## config.mk

```make
export PLATFORM = sky130hd
export DESIGN_NAME = ring_space_monitor
export DESIGN_NICKNAME = d
export VERILOG_FILES = /design/src/rtl/ring_mon_pkg.sv /design/src/rtl/ring_space_path.sv /design/src/rtl/ring_wait_ctrl.sv /design/src/rtl/ring_space_monitor.sv
export SDC_FILE = /design/constraint.sdc
export NUM_CORES = 1
export LEC_CHECK = 0
export BUFFER_PORTS_ARGS = -buffer_cell sky130_fd_sc_hd__buf_2
export CAP_MARGIN = 20
export CORE_MARGIN = 2
export CORE_UTILIZATION = 55
export CTS_BUF_LIST = sky130_fd_sc_hd__clkbuf_16
export DETAILED_ROUTE_END_ITERATION = 10
export PLACE_DENSITY = 0.77
export SETUP_SLACK_MARGIN = 0.2
export SYNTH_ARGS = -nofsm -noshare
export SYNTH_HDL_FRONTEND = slang
export SYNTH_SLANG_ARGS = --single-unit
```

## constraint.sdc

```tcl
create_clock -name clk -period 8.01 [get_ports clk]
set_input_delay 0.801 -clock clk [delete_from_list [all_inputs] [get_ports clk]]
set_output_delay 0.801 -clock clk [all_outputs]
set_load 0.03 [all_outputs]
```

## src/rtl/ring_mon_pkg.sv

```systemverilog
package ring_mon_pkg;
  typedef struct packed {
    logic loadReq;     // latch need and first progress samples
    logic takeSample;  // refresh progress samples at a poll
  } ringStrobe_t;

  typedef enum logic { ST_IDLE = 1'b0, ST_WAIT = 1'b1 } monState_t;
endpackage

```

## src/rtl/ring_space_path.sv

```systemverilog
module ring_space_path
  import ring_mon_pkg::*;
#(
  parameter int PTR_W = 16,
  parameter int ACT_W = 32,
  parameter int GUARD = 8,
  localparam int LOG_W = $clog2(PTR_W + 1)
) (
  input  logic             clk,
  input  logic             rstN,
  input  ringStrobe_t      strb,
  input  logic             drainSel,
  input  logic [PTR_W:0]   reqBytes,
  input  logic [PTR_W-1:0] headPtr,
  input  logic [PTR_W-1:0] tailPtr,
  input  logic [ACT_W-1:0] actHead,
  input  logic [LOG_W-1:0] ringLog2,
  output logic [PTR_W-1:0] freeSpace,
  output logic             ringEmpty,
  output logic             spaceOk,
  output logic             moved
);
  logic [PTR_W:0]   sizeVal;
  logic [PTR_W-1:0] ptrMask;
  logic [PTR_W-1:0] headM;
  logic [PTR_W-1:0] tailM;
  logic [PTR_W-1:0] rawDiff;
  logic [PTR_W:0]   needBytes;
  logic [PTR_W-1:0] lastHead;
  logic [ACT_W-1:0] lastAct;

  always_comb begin
    sizeVal   = (PTR_W+1)'(1) << ringLog2;
    ptrMask   = PTR_W'(sizeVal - 1'b1);
    headM     = headPtr & ptrMask;
    tailM     = tailPtr & ptrMask;
    rawDiff   = headM - tailM - PTR_W'(GUARD);
    freeSpace = rawDiff & ptrMask;
    ringEmpty = (headM == tailM);
    spaceOk   = ({1'b0, freeSpace} >= needBytes);
    moved     = (headM != lastHead) || (actHead != lastAct);
  end

  always_ff @(posedge clk or negedge rstN) begin
    if (!rstN) begin
      needBytes <= '0;
      lastHead  <= '0;
      lastAct   <= '0;
    end else begin
      if (strb.loadReq)
        needBytes <= drainSel ? (sizeVal - (PTR_W+1)'(GUARD)) : reqBytes;
      if (strb.loadReq || strb.takeSample) begin
        lastHead <= headM;
        lastAct  <= actHead;
      end
    end
  end

  p_empty_free_r2: assert property (@(posedge clk) disable iff (!rstN)
    ringEmpty |-> ({1'b0, freeSpace} == sizeVal - (PTR_W+1)'(GUARD)));

  p_no_move_r5: assert property (@(posedge clk) disable iff (!rstN)
    ($past(strb.takeSample) && $past(rstN) && $stable(headPtr) && $stable(actHead)
      && $stable(ringLog2)) |-> !moved);
endmodule

```

## src/rtl/ring_wait_ctrl.sv

```systemverilog
module ring_wait_ctrl
  import ring_mon_pkg::*;
#(
  parameter int DIV_W       = 8,
  parameter int STALL_LIMIT = 100000,
  localparam int STALL_W    = $clog2(STALL_LIMIT + 1)
) (
  input  logic             clk,
  input  logic             rstN,
  input  logic             reqValid,
  input  logic             drainReq,
  input  logic [DIV_W-1:0] pollDiv,
  input  logic             spaceOk,
  input  logic             moved,
  output ringStrobe_t      strb,
  output logic             doneOk,
  output logic             busyErr,
  output logic             waiting
);
  monState_t        state;
  logic [DIV_W-1:0] preCnt;
  logic [STALL_W-1:0] stallCnt;
  logic             pollTick;

  assign pollTick = (state == ST_WAIT) && (preCnt == pollDiv);
  assign waiting  = (state == ST_WAIT);

  always_comb begin
    strb.loadReq    = (state == ST_IDLE) && (reqValid || drainReq);
    strb.takeSample = pollTick;
  end

  always_ff @(posedge clk or negedge rstN) begin
    if (!rstN) begin
      state    <= ST_IDLE;
      preCnt   <= '0;
      stallCnt <= '0;
      doneOk   <= 1'b0;
      busyErr  <= 1'b0;
    end else begin
      doneOk  <= 1'b0;
      busyErr <= 1'b0;
      if (state == ST_IDLE) begin
        if (reqValid || drainReq) begin
          state    <= ST_WAIT;
          preCnt   <= '0;
          stallCnt <= '0;
        end
      end else if (pollTick) begin
        preCnt <= '0;
        if (spaceOk) begin
          doneOk <= 1'b1;
          state  <= ST_IDLE;
        end else if (moved) begin
          stallCnt <= '0;
        end else if (stallCnt == STALL_W'(STALL_LIMIT - 1)) begin
          busyErr <= 1'b1;
          state   <= ST_IDLE;
        end else begin
          stallCnt <= stallCnt + 1'b1;
        end
      end else begin
        preCnt <= preCnt + 1'b1;
      end
    end
  end

  p_done_ends_wait_r4: assert property (@(posedge clk) disable iff (!rstN)
    doneOk |-> ($past(waiting) && !waiting));

  p_err_needs_stall_r7: assert property (@(posedge clk) disable iff (!rstN)
    busyErr |-> ($past(!spaceOk) && !waiting && !doneOk));

  p_wait_start_r8: assert property (@(posedge clk) disable iff (!rstN)
    $rose(waiting) |-> $past(reqValid || drainReq));
endmodule

```

## src/rtl/ring_space_monitor.sv

```systemverilog
module ring_space_monitor
  import ring_mon_pkg::*;
#(
  parameter int PTR_W       = 16,
  parameter int ACT_W       = 32,
  parameter int DIV_W       = 8,
  parameter int STALL_LIMIT = 100000,
  localparam int LOG_W      = $clog2(PTR_W + 1)
) (
  input  logic             clk,
  input  logic             rstN,
  input  logic [PTR_W-1:0] headPtr,
  input  logic [PTR_W-1:0] tailPtr,
  input  logic [ACT_W-1:0] actHead,
  input  logic [LOG_W-1:0] ringLog2,
  input  logic [DIV_W-1:0] pollDiv,
  input  logic             reqValid,
  input  logic [PTR_W:0]   reqBytes,
  input  logic             drainReq,
  output logic [PTR_W-1:0] freeSpace,
  output logic             ringEmpty,
  output logic             waiting,
  output logic             doneOk,
  output logic             busyErr
);
  ringStrobe_t strb;
  logic        spaceOk;
  logic        moved;

  ring_space_path #(.PTR_W(PTR_W), .ACT_W(ACT_W), .GUARD(8)) uPath (
    .clk(clk), .rstN(rstN), .strb(strb), .drainSel(drainReq),
    .reqBytes(reqBytes), .headPtr(headPtr), .tailPtr(tailPtr),
    .actHead(actHead), .ringLog2(ringLog2), .freeSpace(freeSpace),
    .ringEmpty(ringEmpty), .spaceOk(spaceOk), .moved(moved)
  );

  ring_wait_ctrl #(.DIV_W(DIV_W), .STALL_LIMIT(STALL_LIMIT)) uCtrl (
    .clk(clk), .rstN(rstN), .reqValid(reqValid), .drainReq(drainReq),
    .pollDiv(pollDiv), .spaceOk(spaceOk), .moved(moved), .strb(strb),
    .doneOk(doneOk), .busyErr(busyErr), .waiting(waiting)
  );
endmodule

```

==> results of run 1 <==
## layer usage
metal / wire length [um] / GRT usage, % / up-vias
met5: 0 / 0 / -
met4: 342 / 7.76 / 0
met3: 1900 / 5.02 / 28
met2: 9980 / 45.0 / 353
met1: 10000 / 44.9 / 3467
li1: - / - / 3595
## flip-flops by register name, summed over array words and instances (netlist names)
name and count:
uCtrl.preCnt 8, uCtrl.busyErr 1, uCtrl.stallCnt 17, uCtrl.waiting 1, uPath.needBytes 17, uCtrl.doneOk 1
uPath.lastHead 16, uPath.lastAct 32
## power breakdown
group          leakage (nW)  internal, mW  total [mW]  switching [mW]
sequential             1.19         0.632       0.767           0.135
clock                 0.136         0.209       0.402           0.193
combinational          2.74         0.412        1.00           0.590
## cell type report
class	count	area, sq um
clock buffers	9	225
clock inverters	7	41.3
fillers	1240	5130
inverters	58	218
multi-input cells	772	4990
flip-flops and latches	93	2330
well taps	180	225
repair buffers	126	676
## Yosys cell counts (all sizes together), types with 5 or more instances
master | n | area, sq um
a211oi | 5 | 37.5
a21boi | 13 | 97.6
a21o | 6 | 45.0
a21oi | 32 | 160
a31oi | 5 | 31.3
and2 | 26 | 163
and3 | 19 | 119
buf | 19 | 110
clkbuf | 29 | 109
dfrtp | 93 | 2330
ha | 50 | 626
inv | 57 | 214
mux2i | 20 | 200
nand2 | 183 | 687
nand2b | 14 | 87.6
nand3 | 29 | 145
nand4 | 27 | 169
nor2 | 41 | 154
nor2b | 18 | 113
nor3 | 11 | 65.1
nor4 | 11 | 68.8
nor4b | 7 | 88.8
o211ai | 13 | 97.6
o21a | 8 | 60.1
o21ai | 74 | 374
o22ai | 7 | 43.8
o31ai | 7 | 66.3
or2 | 8 | 50.1
or3 | 7 | 43.8
xnor2 | 36 | 315
xor2 | 29 | 254
## worst paths after layout
check / startpoint / end / slack (ps) / cells past startpoint
min in group clk: uPath.needBytes[12] / uPath.needBytes[12] / 480 / 2
min: rstN / uPath.lastAct[27] / 420 / 1
max: ringLog2[4] / uCtrl.stallCnt[13] / 640 / 27
min reg2reg: uPath.needBytes[12] / uPath.needBytes[12] / 480 / 2
max in group asynchronous: rstN / uPath.needBytes[3] / 6470 / 2
max reg2reg: uCtrl.stallCnt[11] / uCtrl.waiting / 4840 / 8
## cells in the final DEF (no fill, tap or decap), types with 12 or more instances in the layout
master,instances
mux2i_1,20
xor2_1,29
dfrtp_1,93
ha_1,50
nand3_1,29
o21ai_0,66
buf_2,116
inv_1,59
xnor2_1,36
nor2b_1,18
nand2_1,183
and3_1,19
o211ai_1,13
nand4_1,27
and2_1,26
nor2_1,40
nand2b_1,14
a21oi_1,32
a21boi_0,12
## cells by family (layout without fill, tap and decap cells)
group,count (synthesis),count (layout),synth area share (%)
buffers and inverters,106,200,5.64
flip-flops,93,93,30.1
multiplexers,20,20,2.59
AO/OA/AOI/OAI,210,210,17.9
adder cells (fa/ha/maj),51,51,8.34
AND/OR/NAND/NOR,426,426,28.1
XOR/XNOR,65,65,7.36
## critical path, stage by stage
cell and delay, ps:
buf_2 440, nor2_1 180, nand3_1 160, ha_1 610, nor4bb_1 460, a221o_1 210
mux2i_1 540, nand2_1 240, ha_1 350, inv_1 50, ha_1 360, a21o_1 210
a41oi_1 320, o211ai_1 150, o211ai_1 120, xor2_1 170, nor2_1 80, ha_1 320
o21ai_0 160, a21oi_1 120, o31a_1 110, a31oi_1 130, o21ai_0 270, a21oi_1 240
buf_4 290, a21boi_0 310, mux2i_1 140
==> run_results.csv, run 1 <==
group,metric,value,unit
clock_tree,post_cts_buffers,0,
detailed_routing,antenna_left,0,
synth,synthArstFlopShare,100,%
placed_design,dp_cells,1228,
grt,grt_first_pass_wirelength,34900,um
final_layout,fin_area,8700,sq um
min_path,hold_path.class,"in2async",
grt,grt_antenna_before_repair,0,
timing,rsz0062_at_grt,"false",
final_layout,antenna_cells,0,
timing,finalCriticalPeriod,7370,ps
synth,yosysWarnings,0,
timing,setup-tns-final,0,ps
placed_design,pre_cts_ws,545,ps
clock_tree,ctsHtreeMaxLevel,3,
final_layout,stdcell_count,1245,
floorplanning,coreArea,13800,sq um
floorplanning,die-area,15000,sq um
floorplanning,die_w,123,um
timing,finalHoldViolations,0,
timing,fin_skew,9.30,ps
worst_setup_path,critical_path_arrival,7590,ps
detailed_routing,drc,0,
timing,worst_pin_slew,819,ps
worst_setup_path,cp-end-kind,"flip-flop",
placed_design,port_buffers,117,
placed_design,post-dp-hpwl,17100,um
clock_tree,clockBufferDepth,2,
clock_tree,cts_tree,"yes",
clock_tree,clkLatencyLatePin,350,ps
final_layout,syn2layout_area_growth,12.4,%
synth,ys_seq_area_share,30.1,%
final_layout,nNetsFinal,1209,
grt,overflow,0,
final_layout,postLayoutCoreUtil,62.9,%
synth,syn_area_per_cell,7.97,sq um
synth,syn-num-nets,1120,
placed_design,place.gp.congestion,0.964,
detailed_routing,wl_per_cell,17.9,um
synth,synth_top_flop_cell,"dfrtp_1",
synth,synth_area,7740,sq um
timing,hold_ws,420,ps
final_layout,drive_gt1_share,15.4,%
detailed_routing,via_per_inst,5.98,
floorplanning,die_h,123,um
worst_setup_path,worstPathRequired,8230,ps
timing,period_share,92.0,%
clock_tree,post_cts_resized,0,
clock_tree,numCtsBuffers,9,
detailed_routing,wirelength,22200,um
timing,finalMaxSlewViolations,0,
power,p_per_area,250,nW/um^2
clock_tree,postCtsHoldBufs,0,
detailed_routing,vias,7443,
power,ir_worst_vdd,0.000178,V
power,total_power,2.17,mW
timing,setup_slack,641,ps
synth,synth_cells,971,
grt,grt_use_total,30.0,%
floorplanning,ios,118,
detailed_routing,drt_pass1_iterations,6,
clock_tree,clock-root-buffer,"clkbuf_16",
synth,synth_cell_types,80,
timing,finalSetupViolations,0,
clock_tree,clk_pin_slew,70,ps
worst_setup_path,start_kind,"input port",
synth,synth_edf_count,0,
timing,fmax,0.136,GHz
floorplanning,rows,43,
power,p_leak,4.07,nW
grt,grt_pass1_vias,6679,
outcome,status,"finished, final reports clean",
floorplanning,start_util,56.0,%
worst_setup_path,critPathKind,"in2reg",
clock_tree,clock_sinks,93,
grt,grt_max_degree,66,
worst_setup_path,path_max_fanout,30,
flow_run,drv_cap,0,
timing,relSlewSlack,44.8,%
synth,ys_ff_latch,93,
placed_design,placed_cell_area,8410,sq um
detailed_routing,first_iter_violations,860,
(Power assumes the default switching activity.)
==> inputs of run 2 (changes only) <==
--- a/config.mk
+++ b/config.mk
@@ -10,6 +10,7 @@
 export CORE_MARGIN = 2
 export CORE_UTILIZATION = 55
 export CTS_BUF_LIST = sky130_fd_sc_hd__clkbuf_16
+export CTS_CLUSTER_SIZE = 40
 export DETAILED_ROUTE_END_ITERATION = 10
 export PLACE_DENSITY = 0.77
 export SETUP_SLACK_MARGIN = 0.2
==> constraint.sdc (replaced) <==
create_clock -name clk -period 8.5 [get_ports clk]
set_input_delay 0.85 -clock clk [delete_from_list [all_inputs] [get_ports clk]]
set_output_delay 0.85 -clock clk [all_outputs]
set_load 0.03 [all_outputs]
==> run 2 against run 1 <==
Hold slack worse by 8.8 ps. Sequential cell count stayed put. Largest power group unchanged. Clock skew is 3.6 ps higher. Clock power is 6.2% lower. First-iteration DRC count is 27% lower. Critical path type unchanged. Combinational power is 7% lower. Count of clock-buffer cells in the layout stayed put. Critical endpoint is now uCtrl.stallCnt[1]. Wire length is 2.7% lower. Global-route usage is 1.0 points lower. Sequential power is 5.5% lower. Via count is 0.23% lower.
==> run_results.csv, run 2 (synthesized netlist as in run 1, its figures left out) <==
group,metric,value,unit
outcome,status,"finished, final reports clean",
timing,fmax,0.136,GHz
placed_design,port_buffers,117,
final_layout,drive_gt1_share,15.1,%
timing,worst_pin_slew,1080,ps
clock_tree,clock_sinks,93,
clock_tree,post_cts_buffers,0,
worst_setup_path,r2r_slack,5340,ps
timing,finalSetupViolations,0,
detailed_routing,drt_pass1_iterations,6,
power,clockPowerShare,18.6,%
worst_setup_path,start_kind,"input port",
timing,setup_slack,1140,ps
worst_setup_path,ff2ff_path_depth,8,
placed_design,post-dp-hpwl,16700,um
floorplanning,ios,118,
flow_run,drv_cap,0,
power,p_sw,0.850,mW
power,internal-power,1.18,mW
grt,grt_max_degree,66,
final_layout,nFillCells,1240,
clock_tree,post_cts_resized,0,
timing,setup-tns-final,0,ps
grt,met2_usage,43.6,%
worst_setup_path,cp-end-kind,"flip-flop",
final_layout,layout_commonest_cell,"nand2_1",
timing,finalHoldViolations,0,
final_layout,syn2layout_area_growth,12.0,%
worst_setup_path,path_max_fanout,37,
grt,grt_antenna_before_repair,1,
placed_design,placed_cell_area,8400,sq um
timing,rsz0062_at_grt,"false",
placed_design,pre_cts_ws,947,ps
worst_setup_path,worstReg2RegEnd,"uCtrl.waiting",
clock_tree,numCtsBuffers,9,
power,p_comb_share,45.6,%
detailed_routing,antenna_left,0,
timing,finalMaxSlewViolations,0,
min_path,hold_path.class,"in2async",
final_layout,final_cell_mix,"nand2_1 (183), buf_2 (116), dfrtp_1 (93)",
power,p_leak,4.05,nW
final_layout,nNetsFinal,1207,
floorplanning,rows,43,
power,sw_frac_of_total,41.9,%
grt,grt_busiest_layer,"met2",
worst_setup_path,critical_path_arrival,7620,ps
floorplanning,die_w,123,um
power,p_seq_share,35.8,%
detailed_routing,wirelength,21600,um
floorplanning,start_util,56.0,%
worst_setup_path,critical_path.slowest_cell,"ha_1",
detailed_routing,drc,0,
grt,overflow,0,
grt,grt_use_total,29.0,%
grt,met3_usage,5.76,%
power,p_per_area,234,nW/um^2
grt,grt_first_pass_wirelength,33500,um
final_layout,largest_reg_flops,32,
worst_setup_path,critPathKind,"in2reg",
clock_tree,clockBufferDepth,2,
clock_tree,ctsHtreeMaxLevel,3,
grt,grtUsageMet1,42.8,%
timing,finalCriticalPeriod,7360,ps
worst_setup_path,crit_top_cell,"ha_1",
detailed_routing,first_iter_violations,631,
clock_tree,clkLatencyLatePin,350,ps
worst_setup_path,r2r_start,"uCtrl.stallCnt[11]",
detailed_routing,vias,7426,
clock_tree,cts_tree,"yes",
floorplanning,die_h,123,um
detailed_routing,via_per_inst,5.97,
floorplanning,coreArea,13800,sq um
clock_tree,clock-root-buffer,"clkbuf_16",
worst_setup_path,worstPathRequired,8760,ps
final_layout,reg_top3,"uPath.lastAct (32), uCtrl.stallCnt (17), uPath.needBytes (17)",
clock_tree,postCtsHoldBufs,0,
placed_design,place.gp.congestion,0.939,
timing,fin_skew,12.9,ps
timing,period_share,86.6,%
timing,relSlewSlack,27.8,%
clock_tree,clk_pin_slew,70,ps
final_layout,fin_area,8670,sq um
power,ir_worst_vdd,0.000130,V
worst_setup_path,critPathMaxStageDelay,610,ps
final_layout,largest-register,"uPath.lastAct",
detailed_routing,wl_per_cell,17.4,um
floorplanning,die-area,15000,sq um
timing,hold_ws,412,ps
grt,grt_pass1_vias,6541,
[run 2: changes by cell type in the layout (fill, tap and decap cells not counted), sizes merged]
cell	change
buf	-2
clkinv	+2
clkinvlp	-1
diode	+1
inv	-1
[run 2: area by class of cell]
type | instances | area [sq um] | share of cell area (%)
Antenna cell | 1 | 2.50 | 0.0289
Clock buffer | 9 | 225 | 2.60
Clock inverter | 7 | 43.8 | 0.505
Inverter | 58 | 218 | 2.51
Multi-Input combinational cell | 772 | 4990 | 57.5
Sequential cell | 93 | 2330 | 26.8
Tap cell | 180 | 225 | 2.60
Timing Repair Buffer | 124 | 641 | 7.39
[run 2: worst max-delay path, delay by kind of cell]
kind	cells	cell delay [ps]
buf+inv	4	940
xor+xnor	1	160
fa+ha+maj	4	1620
simple gates	10	1470
compound gates	11	2560
[run 2: power by group through the flow]
stage / clock network, mW / logic, mW / registers [mW]
final: 0.377 / 0.925 / 0.725
after global routing: 0.400 / 1.04 / 0.742
after CTS: 0.383 / 0.920 / 0.721
after detailed placement: 0 / 0.914 / 0.726
after global placement: 0 / 0.893 / 0.723
after floorplan: 0 / 0.687 / 0.697
[run 2: how the worst max path moves through the flow]
stage / startpoint / cells past startpoint / slack [ps] / end
2_1_floorplan: ringLog2[1] / 30 / 1860 / uCtrl.stallCnt[1]
3_3_place_gp: ringLog2[3] / 30 / 1160 / uCtrl.stallCnt[9]
3_5_place_dp: ringLog2[3] / 30 / 950 / uCtrl.stallCnt[9]
4_1_cts: ringLog2[3] / 30 / 1290 / uCtrl.stallCnt[9]
5_1_grt: ringLog2[3] / 30 / 610 / uCtrl.stallCnt[15]
6_report: ringLog2[3] / 30 / 1140 / uCtrl.stallCnt[1]
[run 2: routing by layer]
layer	vias up	share of wire, %
met5	-	0
met4	0	1.6
met3	33	8.0
met2	286	45
met1	3509	46
li1	3598	-
[run 2: through the flow]
step	utilization, %	power, mW	instances
after CTS	62.7	2.02	1243
after global routing	62.7	2.18	1244
after global placement	60.7	1.62	1227
after detailed placement	60.7	1.64	1227
after floorplan	-	1.38	971
final	62.7	2.03	1244
